File: src/rtl/alm_pkg.sv
package alm_pkg;

    parameter int DW       = 8;
    parameter int IW       = 4;
    parameter int NCH      = 2;
    parameter int MIN_W    = 7;
    parameter int HOUR_W   = 6;
    parameter int DAYS     = 7;
    parameter int WDAY_W   = 3;

    parameter int CH_BASE    = 8;
    parameter int CH_STRIDE  = 3;
    parameter int IDX_ENABLE = 14;
    parameter int IDX_STATUS = 15;
    parameter int EN_TOP     = 7;
    parameter int FLAG_TOP   = 1;

    typedef struct packed {
        logic [MIN_W-1:0]  minute;
        logic [HOUR_W-1:0] hour;
        logic [DAYS-1:0]   days;
    } alm_cfg_t;

    typedef struct packed {
        logic [MIN_W-1:0]  sec;
        logic [MIN_W-1:0]  minute;
        logic [HOUR_W-1:0] hour;
        logic [WDAY_W-1:0] wday;
    } tk_time_t;

    function automatic logic [IW-1:0] field_idx(input int ch, input int field);
        return IW'(CH_BASE + CH_STRIDE * ch + field);
    endfunction

    function automatic int en_pos(input int ch);
        return EN_TOP - ch;
    endfunction

    function automatic int flag_pos(input int ch);
        return FLAG_TOP - ch;
    endfunction

    function automatic logic day_allowed(input logic [DAYS-1:0] days,
                                         input logic [WDAY_W-1:0] wday);
        logic [(1<<WDAY_W)-1:0] wide;
        wide = '0;
        wide[DAYS-1:0] = days;
        return wide[wday];
    endfunction

endpackage

File: src/rtl/alm_cfg_regs.sv
module alm_cfg_regs
    import alm_pkg::*;
#(
    parameter int CH = 0
) (
    input  logic           clk,
    input  logic           rst,
    input  logic           wr_en,
    input  logic [IW-1:0]  wr_idx,
    input  logic [DAYS-1:0] wr_bits,
    output alm_cfg_t       cfg
);
    localparam logic [IW-1:0] IDX_MIN  = field_idx(CH, 0);
    localparam logic [IW-1:0] IDX_HOUR = field_idx(CH, 1);
    localparam logic [IW-1:0] IDX_DAYS = field_idx(CH, 2);

    always_ff @(posedge clk) begin
        if (rst) begin
            cfg <= '0;
        end else if (wr_en) begin
            if (wr_idx == IDX_MIN)  cfg.minute <= wr_bits[MIN_W-1:0];
            if (wr_idx == IDX_HOUR) cfg.hour   <= wr_bits[HOUR_W-1:0];
            if (wr_idx == IDX_DAYS) cfg.days   <= wr_bits;
        end
    end
endmodule

File: src/rtl/alm_match.sv
module alm_match
    import alm_pkg::*;
(
    input  logic     tick,
    input  tk_time_t now,
    input  alm_cfg_t cfg,
    output logic     hit
);
    logic top_of_minute;
    logic time_eq;
    logic day_ok;

    always_comb begin
        top_of_minute = tick && (now.sec == '0);
        time_eq       = (cfg.minute == now.minute) && (cfg.hour == now.hour);
        day_ok        = day_allowed(cfg.days, now.wday);
        hit           = top_of_minute && time_eq && day_ok;
    end
endmodule

File: src/rtl/alm_chan_ctl.sv
module alm_chan_ctl (
    input  logic clk,
    input  logic rst,
    input  logic hit,
    input  logic wr_enable_reg,
    input  logic wr_status_reg,
    input  logic en_bit,
    input  logic flag_bit,
    output logic en,
    output logic flag,
    output logic irq_n
);
    logic clear_req;

    always_comb begin
        clear_req = (wr_enable_reg && !en_bit) || (wr_status_reg && !flag_bit);
    end

    always_ff @(posedge clk) begin
        if (rst) begin
            en   <= 1'b0;
            flag <= 1'b0;
        end else begin
            if (wr_enable_reg) en <= en_bit;
            if (hit)            flag <= 1'b1;
            else if (clear_req) flag <= 1'b0;
        end
    end

    always_comb begin
        irq_n = !(en && flag);
    end
endmodule

File: src/rtl/alm_unit.sv
module alm_unit
    import alm_pkg::*;
(
    input  logic              clk,
    input  logic              rst,
    input  logic              tick,
    input  logic [MIN_W-1:0]  cur_sec,
    input  logic [MIN_W-1:0]  cur_min,
    input  logic [HOUR_W-1:0] cur_hour,
    input  logic [WDAY_W-1:0] cur_wday,
    input  logic              wr_en,
    input  logic [IW-1:0]     wr_idx,
    input  logic [DW-1:0]     wr_data,
    input  logic [IW-1:0]     rd_idx,
    output logic [DW-1:0]     rd_data,
    output logic              irq_a_n,
    output logic              irq_b_n
);
    localparam logic [IW-1:0] IDX_EN = IW'(IDX_ENABLE);
    localparam logic [IW-1:0] IDX_ST = IW'(IDX_STATUS);

    tk_time_t        now;
    alm_cfg_t        cfg_w  [NCH];
    logic [NCH-1:0]  hit_w;
    logic [NCH-1:0]  en_w;
    logic [NCH-1:0]  flag_w;
    logic [NCH-1:0]  irqn_w;
    logic [NCH-1:0]  en_wdata;
    logic [NCH-1:0]  flag_wdata;
    logic            wr_enable_reg;
    logic            wr_status_reg;
    logic            unused_wr_msb;

    assign now           = '{sec: cur_sec, minute: cur_min, hour: cur_hour, wday: cur_wday};
    assign wr_enable_reg = wr_en && (wr_idx == IDX_EN);
    assign wr_status_reg = wr_en && (wr_idx == IDX_ST);
    assign unused_wr_msb = wr_data[DW-1];

    for (genvar c = 0; c < NCH; c++) begin : g_ch
        assign en_wdata[c]   = wr_data[en_pos(c)];
        assign flag_wdata[c] = wr_data[flag_pos(c)];

        alm_cfg_regs #(.CH(c)) u_cfg (
            .clk     (clk),
            .rst     (rst),
            .wr_en   (wr_en),
            .wr_idx  (wr_idx),
            .wr_bits (wr_data[DAYS-1:0]),
            .cfg     (cfg_w[c])
        );

        alm_match u_match (
            .tick (tick),
            .now  (now),
            .cfg  (cfg_w[c]),
            .hit  (hit_w[c])
        );

        alm_chan_ctl u_ctl (
            .clk           (clk),
            .rst           (rst),
            .hit           (hit_w[c]),
            .wr_enable_reg (wr_enable_reg),
            .wr_status_reg (wr_status_reg),
            .en_bit        (en_wdata[c]),
            .flag_bit      (flag_wdata[c]),
            .en            (en_w[c]),
            .flag          (flag_w[c]),
            .irq_n         (irqn_w[c])
        );
    end

    assign irq_a_n = irqn_w[0];
    assign irq_b_n = irqn_w[1];

    always_comb begin
        rd_data = '0;
        if (rd_idx == IDX_EN) begin
            for (int c = 0; c < NCH; c++) rd_data[en_pos(c)] = en_w[c];
        end else if (rd_idx == IDX_ST) begin
            for (int c = 0; c < NCH; c++) rd_data[flag_pos(c)] = flag_w[c];
        end else begin
            for (int c = 0; c < NCH; c++) begin
                if (rd_idx == field_idx(c, 0)) rd_data = DW'(cfg_w[c].minute);
                if (rd_idx == field_idx(c, 1)) rd_data = DW'(cfg_w[c].hour);
                if (rd_idx == field_idx(c, 2)) rd_data = DW'(cfg_w[c].days);
            end
        end
    end
endmodule

File: config.mk
export PLATFORM = sky130hd
export DESIGN_NAME = alm_unit
export DESIGN_NICKNAME = d
export VERILOG_FILES = /design/src/rtl/alm_pkg.sv /design/src/rtl/alm_cfg_regs.sv /design/src/rtl/alm_match.sv /design/src/rtl/alm_chan_ctl.sv /design/src/rtl/alm_unit.sv
export SDC_FILE = /design/constraint.sdc
export NUM_CORES = 1
export LEC_CHECK = 0
export CORE_MARGIN = 2
export CORE_UTILIZATION = 25
export CTS_CLUSTER_SIZE = 8
export DETAILED_ROUTE_END_ITERATION = 16
export DONT_BUFFER_PORTS = 1
export PLACE_DENSITY = 0.47
export RECOVER_POWER = 50
export SLEW_MARGIN = 0
export SYNTH_ARGS = -nofsm -noshare
export SYNTH_HDL_FRONTEND = slang
export SYNTH_HIERARCHICAL = 1
export SYNTH_SLANG_ARGS = --single-unit
File: constraint.sdc
create_clock -name clk -period 3.9 [get_ports clk]
set_input_delay 0.195 -clock clk [delete_from_list [all_inputs] [get_ports clk]]
set_output_delay 0.195 -clock clk [all_outputs]
set_load 0.1 [all_outputs]
After elaboration in Yosys (flattened, before gate mapping) --
Index checks and enable logic that the tools add are counted.
Storage, ports and cells: output and inout bits 10, logic and storage cells 81, flip-flop bits (word level) 44
Cells by class: multiplexer cells 18, $lt $le $gt $ge 1, eq/ne operators 20, reductions and logical operators 32
Operator list (count):
- $eq A4 B4 Y1 const B | 16
- $mux W8 | 5
- $logic_and A1 B1 Y1 | 15
- $eq A7 B7 Y1 | 2
- $eq A6 B6 Y1 | 2
- $mux W6 | 2
- $reduce_and A2 Y1 | 6
- $logic_not A7 Y1 | 1
- $mux W7 | 1
- $bmux W1 S3 | 2
- $logic_not A1 Y1 | 6
- $mux W1 | 6
- $lt A3 B4 Y1 const B | 1
- $mux W2 | 2
- $reduce_bool A2 Y1 | 2
- $logic_or A1 B1 Y1 | 2

Logic depth before layout (Yosys ltp) --
depth after elaboration 9, mapped depth 6, mapped depth without buffers 6

Hierarchy --
Netlist, hierarchy kept.
Modules (own cells, without submodules):
- alm_cfg_regs at g_ch[0].u_cfg | seq. area each 400.4 um^2, area an instance 847.1 um^2, cells each 75, times used 1
- alm_cfg_regs at g_ch[1].u_cfg | seq. area each 400.4 um^2, area an instance 843.3 um^2, cells each 84, times used 1
- alm_unit | seq. area each 0.0 um^2, area an instance 490.5 um^2, cells each 76, times used 1
- alm_match | seq. area each 0.0 um^2, area an instance 219.0 um^2, cells each 25, times used 2
- alm_chan_ctl | seq. area each 40.0 um^2, area an instance 80.1 um^2, cells each 9, times used 2

Least setup slack after synthesis --
No wires, ideal clock.
path type input port to output port, start input port rd_idx[1], end output port rd_data[6], data required time 3.705 ns, buffers on the path 2, stages 5, setup slack 0.944 ns, arrival time 2.761 ns, path through buf_2 buf_2 nor2_1 a221oi_1 nor3_1
On the way: word-level cells in the longest chain between the ends 9, elaborated cells between the ends (all ways) 16, those cells by class eq/ne: 8; mux: 8
RTL lines:
- from (decl) | line alm_unit.sv:14 | input logic [IW-1:0] rd_idx,
- $eq A4 B4 Y1 | line alm_unit.sv:84 | if (rd_idx == field_idx(c, 0)) rd_data = DW'(cfg_w[c].minute);
- $mux W7 | line alm_unit.sv:84
- $mux W8 | line alm_unit.sv:85 | if (rd_idx == field_idx(c, 1)) rd_data = DW'(cfg_w[c].hour);
- $mux W8 | line alm_unit.sv:86 | if (rd_idx == field_idx(c, 2)) rd_data = DW'(cfg_w[c].days);
- $mux W8 | line alm_unit.sv:84
- $mux W8 | line alm_unit.sv:85
- $mux W8 | line alm_unit.sv:86
- $mux W6 | line alm_unit.sv:80 | end else if (rd_idx == IDX_ST) begin
- $mux W2 (*) | line alm_unit.sv:78 | if (rd_idx == IDX_EN) begin
- to (decl) | line alm_unit.sv:15 | output logic [DW-1:0] rd_data,
Mark *: on every way between the ends. The rest lies on a longest branch, timed or not.

Worst setup path after layout --
start register g_ch[0].u_cfg/cfg[17] (netlist name), end output port rd_data[4]
On the way: word-level cells in the longest chain between the ends 8
RTL lines (line):
- $mux W7 | alm_unit.sv:84
- $mux W8 | alm_unit.sv:85
- $mux W8 | alm_unit.sv:86
- $mux W8 | alm_unit.sv:84
- $mux W8 | alm_unit.sv:85
- $mux W8 | alm_unit.sv:86
- $mux W6 | alm_unit.sv:80
- $mux W6 | alm_unit.sv:78
Every way passes these cells.

==> out/results.txt <==
Outcome = finished, violations left
Violated checks = capacitance limit, slew limit
Top delay family on crit path = compound AO/OA/AOI/OAI gates
Worst stage delay on the critical path = 900 ps
Busiest grt layer = met2
Clock latency on the worst-skew pair = 290 ps
Post-synth top area cell = dfxtp_1
DRC Markers = 0
Core region area = 10840 µm²
PortBufs = 0
Number of cell rows = 38
Pre-CTS setup slack = 2097 ps
Critical Path RT = 3700 ps
Netlist cell types = 42
Routed via count = 2164
Final Hold Viols = 0
DRT iter0 DRCs = 86
Layout cell share with drive strength beyond 1 = 7.047%
Sequential area share after synthesis = 31.70%
R2R setup slack = 2200 ps
Total gr overflow = 0
# diodes = 0
Met2 Track Usage GR = 25.49%
Worst Setup Path Type = reg -> out
Layout overhead on the synthesized area = 6.979%
Tmin final = 2111 ps
DP Area = 2908 µm²
Worst Setup End Kind = output pin
Clk pin slew, worst setup/hold paths = 80 ps
Post-Syn Instances = 303
Root cell of the clock tree = clkbuf_8
Final Max Tran Viols = 7
Synthesized area = 2779 µm²
CP Launch Type = flip-flop
CTS H-tree lvls = 2
Clk sink count = 44
Gates resized, CTS repair = 0
Final #Nets = 340
Worst Path Buf+Inv = 0
Top-count cell post-synth = nand2b_1
Pwr dens = 286.1 nW/µm²
Post-synth top cells = 54 x nand2b_1, 45 x mux2i_1, 44 x dfxtp_1
Met3 Track Usage GR = 3.023%
RR Endpoint = g_ch[0].u_ctl/flag$_SDFFE_PP0P_
Worst rel slew slack = -12.78%
Number of synthesized flops with an enable pin = 0
Clock skew = 3.581 ps
Hold Path Class = in -> reg
Drt pass-1 iters = 4
Top cells by area, synth = dfxtp_1 32%, mux2i_1 16%, nand2b_1 12%, xnor2_1 5.7%, o21ai_0 3.2%
Number of top-level pins = 53
Total power draw = 0.8506 mW
Fmax = 0.4736 GHz
Synth async-reset ratio = 0%
Met1 Usage GRT = 18.28%
Synth warn = 6
Routability Congestion = 0.8161
Post-DR wirelength/cell = 19.43 µm
Fin crit share = 54.14%
WP data arrival = 1920 ps
RR Startpoint = g_ch[0].u_cfg/cfg[17]$_SDFFE_PP0P_
Unrepaired setup endpoints after global routing = false
First-pass GRT wire length = 12680 µm
Post-Route Setup TNS = 0 ps
Setup Viol. Count Final = 0
Pleak = 1.056 nW
Synth Area per Inst = 9.171 µm²
Worst Setup Slack, final = 1789 ps
Vias in the first global route = 2147
Largest net degree at the start of global routing = 56
Max IR drop VDD = 0.09811 mV
Worst path slowest cell = o22ai_2
Vias per cell = 4.941
Crit-path cells = nor2_1, o31ai_1, a2bb2oi_1, o22ai_2
Die W = 109.4 µm
R2R depth = 6
Hold depth = 2
CTS tree = done
Total Routing Usage GR = 14.53%
Crit path max fanout = 3
Yosys top cell area share = 31.70%
FF+latch count, synth = 44
Final WL = 8511 µm
Levels on crit path = 4
Crit path capture = rd_data[4]
Post-route cell area = 2973 µm²
Num CTS Buffers = 5
Post-DP HPWL = 6342 µm
Syn nets = 346
Max_cap viols = 1
Die height = 109.4 µm
Post-DRT Antenna Nets = 0
Initial Util = 25.63%
CTS max path bufs = 2
Initial antenna violation count = 0
Worst setup path start = g_ch[0].u_cfg/cfg[17]$_SDFFE_PP0P_
Final Hold Slack = 53.02 ps
Synth Flop Type = dfxtp_1
Worst Tran Pin Value = 1688 ps
Area of the die = 11970 µm²
[registers in the layout, summed over array words and instances (netlist names)]
name,flops
g_ch.u_cfg/cfg,40
g_ch.u_ctl/en,2
g_ch.u_ctl/flag,2
[through the flow]
| step | instances | utilization, % |
|---|---|---|
| 2_1_floorplan | 303 | - |
| 3_3_place_gp | 429 | 26.82 |
| 3_5_place_dp | 429 | 26.82 |
| 4_1_cts | 438 | 27.75 |
| 5_1_grt | 438 | 27.42 |
| 6_report | 438 | 27.42 |
[cell families (layout without fill, tap and decap cells)]
logic type      Yosys count  in the layout  synth area share (%)
xor+xnor                 26             26                 8.195
buf+inv                  20             15                 4.007
flops                    44             44                 31.70
simple gates            122            122                 27.47
compound gates           41             41                 9.185
mux                      50             50                 19.45
[power by group]
part	total (mW)	internal, mW	switching (mW)	leakage (nW)
Combinational	0.0915	0.0437	0.0478	0.656
Clock	0.299	0.145	0.154	0.0455
Sequential	0.460	0.454	0.00584	0.355
Total	0.851	0.643	0.208	1.06
[per-layer routing]
| metal | vias up | part of all wire, % | wire (µm) |
|---|---|---|---|
| met5 | - | 0 | 0 |
| met4 | 0 | 0.74 | 63 |
| met1 | 1073 | 43 | 3680 |
| met3 | 4 | 4.6 | 391 |
| met2 | 37 | 51 | 4375 |
| li1 | 1050 | - | - |
[final cells by class]
class / count / area, µm²
inverter: 5 / 18.77
timing repair buffer: 2 / 35.03
clock buffer: 8 / 90.09
multi-input combinational: 239 / 1773
sequential: 44 / 880.8
tap: 140 / 175.2
fill: 1158 / 7868
[how the worst min path moves through the flow]
stage,endpoint,from,slack (ps)
floorplan,g_ch[0].u_ctl/en$_SDFFE_PP0P_,rst,270
global placement,g_ch[0].u_ctl/flag$_SDFFE_PP0P_,rst,280
detailed placement,g_ch[0].u_ctl/en$_SDFFE_PP0P_,rst,280
CTS,g_ch[0].u_ctl/en$_SDFFE_PP0P_,wr_data[7],50
global route,g_ch[1].u_ctl/en$_SDFFE_PP0P_,wr_data[6],70
finish,g_ch[0].u_ctl/en$_SDFFE_PP0P_,wr_data[7],50
[layout by cell type, fill, tap and decap left out, drive strengths merged, types with 3 or more instances in the layout]
| cell type | count |
|---|---|
| nor2b | 11 |
| nand4 | 8 |
| xor2 | 8 |
| nand3b | 3 |
| a22oi | 3 |
| xnor2 | 18 |
| nand2b | 54 |
| clkbuf | 9 |
| a221oi | 4 |
| dfxtp | 44 |
| nand2 | 8 |
| mux2i | 45 |
| inv | 5 |
| nor4 | 6 |
| nand3 | 6 |
| o22ai | 3 |
| mux4 | 3 |
| o21ai | 20 |
| nor2 | 16 |
[what timing repair did]
| item | 4_1_cts | 5_1_grt |
|---|---|---|
| endpoints found under the setup margin | 0 | 0 |
| buffers inserted | 0 | 0 |
| endpoints found under the hold margin | 4 | 0 |
| hold buffers | 1 | 0 |
No activity file was read; power rests on OpenSTA's default activity.
